`src/rtl/intc_pkg.sv`:
```
package intc_pkg;

    typedef enum logic [0:0] {
        ST_QUIET  = 1'b0,
        ST_RAISED = 1'b1
    } irq_state_e;

    typedef struct packed {
        logic hit_status;
        logic hit_mask;
    } reg_sel_t;

endpackage

```
`src/rtl/intc_decode.sv`:
```
module intc_decode #(
    parameter int ADDR_W     = 12,
    parameter int HALF_N     = 2,
    parameter int STATUS_OFF = 'h070,
    parameter int MASK_OFF   = 'h074
) (
    input  logic [ADDR_W-1:0]       addr,
    input  logic                    wide,
    output intc_pkg::reg_sel_t      sel,
    output logic [HALF_N-1:0]       lane_en
);
    localparam logic [ADDR_W-1:0] ST_A = ADDR_W'(STATUS_OFF);
    localparam logic [ADDR_W-1:0] MK_A = ADDR_W'(MASK_OFF);

    always_comb begin
        sel.hit_status = (addr == ST_A);
        sel.hit_mask   = (addr == MK_A);
    end

    // half-word lanes touched by the access: a narrow access covers lane 0 only
    generate
        for (genvar h = 0; h < HALF_N; h++) begin : g_lane
            if (h == 0) begin : g_low
                assign lane_en[h] = 1'b1;
            end else begin : g_high
                assign lane_en[h] = wide;
            end
        end
    endgenerate
endmodule

```
`src/rtl/intc_mask_reg.sv`:
```
module intc_mask_reg #(
    parameter int DATA_W = 32,
    parameter int HALF_N = 2
) (
    input  logic              clk,
    input  logic              rst_n,
    input  logic              wr_mask,
    input  logic [HALF_N-1:0] lane_en,
    input  logic [DATA_W-1:0] wdata,
    output logic [DATA_W-1:0] mask_q,
    output logic [DATA_W-1:0] mask_d
);
    generate
        for (genvar h = 0; h < HALF_N; h++) begin : g_half
            assign mask_d[h*16 +: 16] = (wr_mask && lane_en[h]) ? wdata[h*16 +: 16]
                                                               : mask_q[h*16 +: 16];
        end
    endgenerate

    always_ff @(posedge clk) begin
        if (!rst_n) mask_q <= '0;
        else        mask_q <= mask_d;
    end
endmodule

```
`src/rtl/intc_status_reg.sv`:
```
module intc_status_reg #(
    parameter int DATA_W     = 32,
    parameter int HALF_N     = 2,
    parameter int NUM_SRC    = 11,
    parameter int SERIAL_BIT = 7,
    parameter int SOUND_BIT  = 9
) (
    input  logic               clk,
    input  logic               rst_n,
    input  logic               wr_status,
    input  logic [HALF_N-1:0]  lane_en,
    input  logic [DATA_W-1:0]  wdata,
    input  logic [DATA_W-1:0]  mask_q,
    input  logic [NUM_SRC-1:0] periph_req,
    input  logic               force_serial,
    input  logic               force_sound,
    output logic [DATA_W-1:0]  status_q,
    output logic [DATA_W-1:0]  status_d
);
    logic [DATA_W-1:0] force_vec;
    logic [DATA_W-1:0] forced;
    logic [DATA_W-1:0] acked;
    logic [DATA_W-1:0] req_ext;

    always_comb begin
        force_vec             = '0;
        force_vec[SERIAL_BIT] = force_serial;
        force_vec[SOUND_BIT]  = force_sound;
        req_ext               = '0;
        req_ext[NUM_SRC-1:0]  = periph_req;
    end

    // configuration forcing applies only on the write path
    assign forced = status_q | force_vec;

    generate
        for (genvar h = 0; h < HALF_N; h++) begin : g_half
            assign acked[h*16 +: 16] = (wr_status && lane_en[h])
                ? (forced[h*16 +: 16] & mask_q[h*16 +: 16] & wdata[h*16 +: 16])
                : status_q[h*16 +: 16];
        end
    endgenerate

    // new requests dominate an acknowledge in the same cycle
    assign status_d = acked | req_ext;

    always_ff @(posedge clk) begin
        if (!rst_n) status_q <= '0;
        else        status_q <= status_d;
    end
endmodule

```
`src/rtl/intc_irq_fsm.sv`:
```
module intc_irq_fsm #(
    parameter int DATA_W = 32
) (
    input  logic              clk,
    input  logic              rst_n,
    input  logic [DATA_W-1:0] status_d,
    input  logic [DATA_W-1:0] mask_d,
    output logic              cpu_irq
);
    import intc_pkg::*;

    irq_state_e state_q;
    irq_state_e state_d;
    logic       pending_d;

    assign pending_d = |(status_d & mask_d);

    always_comb begin
        state_d = state_q;
        unique case (state_q)
            ST_QUIET:  if (pending_d)  state_d = ST_RAISED;  // raise
            ST_RAISED: if (!pending_d) state_d = ST_QUIET;   // drop
            default:                   state_d = ST_QUIET;
        endcase
    end

    always_ff @(posedge clk) begin
        if (!rst_n) state_q <= ST_QUIET;
        else        state_q <= state_d;
    end

    always_comb begin
        unique case (state_q)
            ST_RAISED: cpu_irq = 1'b1;
            default:   cpu_irq = 1'b0;
        endcase
    end
endmodule

```
`src/rtl/intc_ctrl.sv`:
```
module intc_ctrl #(
    parameter int ADDR_W     = 12,
    parameter int DATA_W     = 32,
    parameter int NUM_SRC    = 11,
    parameter int STATUS_OFF = 'h070,
    parameter int MASK_OFF   = 'h074,
    parameter int SERIAL_BIT = 7,
    parameter int SOUND_BIT  = 9
) (
    input  logic               clk,
    input  logic               rst_n,
    input  logic               acc_wr,
    input  logic [ADDR_W-1:0]  acc_addr,
    input  logic               acc_wide,
    input  logic [DATA_W-1:0]  acc_wdata,
    output logic [DATA_W-1:0]  acc_rdata,
    input  logic [NUM_SRC-1:0] periph_req,
    input  logic               force_serial,
    input  logic               force_sound,
    output logic               cpu_irq
);
    localparam int HALF_N = DATA_W / 16;

    intc_pkg::reg_sel_t sel;
    logic [HALF_N-1:0]  lane_en;
    logic [DATA_W-1:0]  status_q, status_d;
    logic [DATA_W-1:0]  mask_q, mask_d;
    logic [DATA_W-1:0]  sel_word;

    intc_decode #(
        .ADDR_W(ADDR_W), .HALF_N(HALF_N),
        .STATUS_OFF(STATUS_OFF), .MASK_OFF(MASK_OFF)
    ) u_decode (
        .addr(acc_addr), .wide(acc_wide), .sel(sel), .lane_en(lane_en)
    );

    intc_mask_reg #(.DATA_W(DATA_W), .HALF_N(HALF_N)) u_mask (
        .clk(clk), .rst_n(rst_n),
        .wr_mask(acc_wr && sel.hit_mask), .lane_en(lane_en),
        .wdata(acc_wdata), .mask_q(mask_q), .mask_d(mask_d)
    );

    intc_status_reg #(
        .DATA_W(DATA_W), .HALF_N(HALF_N), .NUM_SRC(NUM_SRC),
        .SERIAL_BIT(SERIAL_BIT), .SOUND_BIT(SOUND_BIT)
    ) u_status (
        .clk(clk), .rst_n(rst_n),
        .wr_status(acc_wr && sel.hit_status), .lane_en(lane_en),
        .wdata(acc_wdata), .mask_q(mask_q), .periph_req(periph_req),
        .force_serial(force_serial), .force_sound(force_sound),
        .status_q(status_q), .status_d(status_d)
    );

    intc_irq_fsm #(.DATA_W(DATA_W)) u_fsm (
        .clk(clk), .rst_n(rst_n),
        .status_d(status_d), .mask_d(mask_d), .cpu_irq(cpu_irq)
    );

    always_comb begin
        if (sel.hit_status)    sel_word = status_q;
        else if (sel.hit_mask) sel_word = mask_q;
        else                   sel_word = '0;
        acc_rdata = acc_wide ? sel_word : {{(DATA_W-16){1'b0}}, sel_word[15:0]};
    end
endmodule

```
`config.mk`:
```
export PLATFORM = sky130hd
export DESIGN_NAME = intc_ctrl
export DESIGN_NICKNAME = d
export VERILOG_FILES = /design/src/rtl/intc_pkg.sv /design/src/rtl/intc_decode.sv /design/src/rtl/intc_mask_reg.sv /design/src/rtl/intc_status_reg.sv /design/src/rtl/intc_irq_fsm.sv /design/src/rtl/intc_ctrl.sv
export SDC_FILE = /design/constraint.sdc
export NUM_CORES = 1
export LEC_CHECK = 0
export CAP_MARGIN = 20
export CORE_ASPECT_RATIO = 1.4
export CORE_MARGIN = 2
export CORE_UTILIZATION = 30
export DETAILED_ROUTE_END_ITERATION = 16
export DONT_BUFFER_PORTS = 1
export GPL_TIMING_DRIVEN = 0
export PLACE_DENSITY_LB_ADDON = 0.3
export REMOVE_ABC_BUFFERS = 1
export SYNTH_ARGS = -nofsm -noshare
export SYNTH_HDL_FRONTEND = slang
export SYNTH_SLANG_ARGS = --single-unit
```
`constraint.sdc`:
```
create_clock -name clk -period 3.2 [get_ports clk]
set_input_delay 0.32 -clock clk [delete_from_list [all_inputs] [get_ports clk]]
set_output_delay 0.32 -clock clk [all_outputs]
set_load 0.02 [all_outputs]
```
==> results.py <==
metrics = {
    "clocking": {
        "post_cts_resize_count": 0,
        "clockBufferDepth": 2,
        "insertion_delay_ps": 320,
        "root_buffer": "clkbuf_16",
        "h-tree-depth": 3,
        "postCtsHoldBufs": 0,
        "path_clk_slew_ps": 50,
        "cts.sinks": 65,
        "post_cts_buffers": 0,
        "cts_inserted_buffers": 9,
        "cts_tree": "built",
    },
    "sta": {
        "finalSetupViolations": 0,
        "fin_skew_ps": 5.32,
        "tns_ps": 0,
        "worstMarginPinSlew_ps": 933,
        "period_needed_ps": 2570,
        "rsz0062_at_grt": "no",
        "finalCritPeriodShare": 0.804,
        "fmax_ghz": 0.389,
        "relSlewSlack": 0.377,
        "hold_viol_final": 0,
        "slew_viol_final": 0,
    },
    "synthesis": {
        "yosys_warnings": 0,
        "async_reset_ff_frac": 0,
        "ys_seq_elements": 65,
        "ys.flop_type": "dfxtp_1",
        "syn-instance-count": 472,
        "synth_largest_area_cell": "dfxtp_1",
        "synth_area_um2": 3530,
        "seq_area_frac_synth": 0.369,
        "synth-edff-count": 0,
        "synth.top_cell.area_share": 0.369,
        "synth.area.top_cells": "dfxtp_1 37%, nand2_1 14%, a21oi_1 9.5%, mux2i_1 9.4%, nor2_1 4.9%",
        "yosysUniqueCellTypes": 44,
        "syn_area_per_cell_um2": 7.47,
    },
    "grt": {
        "antenna_found_initial": 0,
        "first_global_vias": 3271,
        "grt_max_degree": 43,
        "overflow": 0,
        "grt_usage": 0.176,
        "grt_pass1_wl_um": 17200,
    },
    "worst_setup_path": {
        "worst_ep_arrival_time_ps": 2250,
        "rr_worst_depth": 6,
        "start_kind": "primary input",
        "reg2reg_from": "u_status.status_q[21]$_SDFF_PN0_",
        "worstSetupPathType": "primary input to primary output",
        "cp-startpoint": "acc_addr[10]",
        "r2r-end": "u_fsm.state_q$_SDFF_PN0_",
        "cp_max_fo": 16,
        "crit_path_end": "acc_rdata[22]",
        "crit_required_ps": 2880,
        "r2r_slack_ps": 960,
        "endpoint_kind": "primary output",
    },
    "place": {
        "numPortBuffers": 0,
        "dp_hpwl_um": 8040,
        "gp_congestion": 0.797,
        "placed_area_um2": 3660,
    },
    "status": {
        "status": "completed",
    },
    "layout": {
        "final_common_cell": "nand2_1",
        "nets": 523,
        "antenna_cells": 0,
        "drive_above_1_share": 0.0771,
        "mostFrequentLayoutCells": "134 x nand2_1, 67 x a21oi_1, 65 x dfxtp_1, 45 x nor2_1, 33 x mux2i_1",
        "fin_util": 0.348,
        "areaGrowthSynthToFinish_pct": 12.3,
        "postLayoutCellArea_um2": 3960,
    },
    "pwr": {
        "p_sw_w": 0.000389,
        "intPower_w": 0.00147,
        "power_frac_comb": 0.033,
        "ir_worst_vdd_v": 0.000252,
        "p_per_area_nw_per_um2": 470,
        "power.total_w": 0.00186,
        "power_leakage_nw": 1.33,
        "power_frac_clock": 0.523,
        "pwr-share-seq": 0.444,
        "switching_share": 0.209,
    },
    "route": {
        "antenna_left": 0,
        "viasPerCell": 5.44,
        "totalWireLength_um": 11200,
        "remaining_drc_errors": 0,
        "first_pass_iters": 6,
        "drtIter0Drc": 168,
        "routedWlPerCell_um": 18.4,
        "vias": 3326,
    },
    "floorplanning": {
        "core_region_area_um2": 11400,
        "die-area_um2": 12600,
        "dieHeight_um": 132,
        "initial_utilization": 0.309,
        "rows": 46,
        "io_pins": 94,
        "die_w_um": 95.6,
    },
    "min_path": {
        "hp-class": "primary input to register",
    },
    "job": {
        "maxCapViolCount": 0,
    },
}
==> cells by family (layout without fill, tap and decap cells) <==
family | Yosys count | after routing | share of synthesized area
compound gates | 120 | 120 | 0.216
buf+inv | 29 | 24 | 0.0376
flops | 65 | 65 | 0.369
mux | 33 | 33 | 0.0937
simple gates | 225 | 225 | 0.283
==> metal layers <==
metal | GRT usage | wire, µm
met4 | 0.0627 | 220
met1 | 0.209 | 4420
met2 | 0.303 | 5780
met5 | 0 | 0
met3 | 0.0406 | 823
==> power by group through the flow <==
stage	sequential, W	combinational (W)	clock (W)
3_5_place_dp	0.000844	0.0000623	0
3_3_place_gp	0.000843	0.0000567	0
6_report	0.000827	0.0000620	0.000974
5_1_grt	0.000827	0.0000685	0.00103
2_1_floorplan	0.000842	0.0000476	0
4_1_cts	0.000827	0.0000628	0.000992
==> worst max-delay path, stage by stage <==
cell and delay, ps:
nor4_4 490, nand4_1 750, nor2_1 670
==> synth_stat cells, drive strengths merged (2+ instances only) <==
cell type	count
nand2	134
a21oi	67
dfxtp	65
nor2	46
mux2i	33
clkbuf	20
nand3	13
o221ai	12
a22oi	10
nand4	9
a21o	8
o211ai	8
buf	6
or2	6
a211oi	5
nor3	5
and4	2
inv	2
nor4	2
or4	2
==> metrics by stage <==
stage | hold WS (ps) | std cells | setup WS [ps]
2_1_floorplan | 424 | 446 | 765
3_3_place_gp | 432 | 590 | -505
3_5_place_dp | 441 | 595 | 402
4_1_cts | 111 | 611 | 561
5_1_grt | 114 | 611 | 399
6_report | 119 | 611 | 627
==> flip-flops by register name, summed over array words and instances, names as in the netlist <==
register and flops:
u_status.status_q 32, u_fsm.state_q 1, u_mask.mask_q 32
==> final cells by class <==
| type | count | area (µm²) |
|---|---|---|
| Clock buffer | 11 | 243 |
| Clock inverter | 5 | 55.1 |
| Fill cell | 1214 | 7430 |
| Inverter | 3 | 11.3 |
| Multi-Input combinational cell | 378 | 2110 |
| Sequential cell | 65 | 1300 |
| Tap cell | 144 | 180 |
| Timing Repair Buffer | 5 | 65.1 |
==> worst min path at each step <==
stage | slack [ps] | startpoint | to | cells past startpoint
detailed placement | 440 | u_status.status_q[13]$_SDFF_PN0_ | u_status.status_q[13]$_SDFF_PN0_ | 2
floorplan | 420 | u_status.status_q[11]$_SDFF_PN0_ | u_status.status_q[11]$_SDFF_PN0_ | 2
CTS | 110 | rst_n | u_status.status_q[25]$_SDFF_PN0_ | 2
global placement | 430 | u_status.status_q[15]$_SDFF_PN0_ | u_status.status_q[15]$_SDFF_PN0_ | 2
finish | 120 | periph_req[10] | u_status.status_q[10]$_SDFF_PN0_ | 2
global route | 110 | rst_n | u_status.status_q[24]$_SDFF_PN0_ | 2
(Power assumes the default switching activity.)
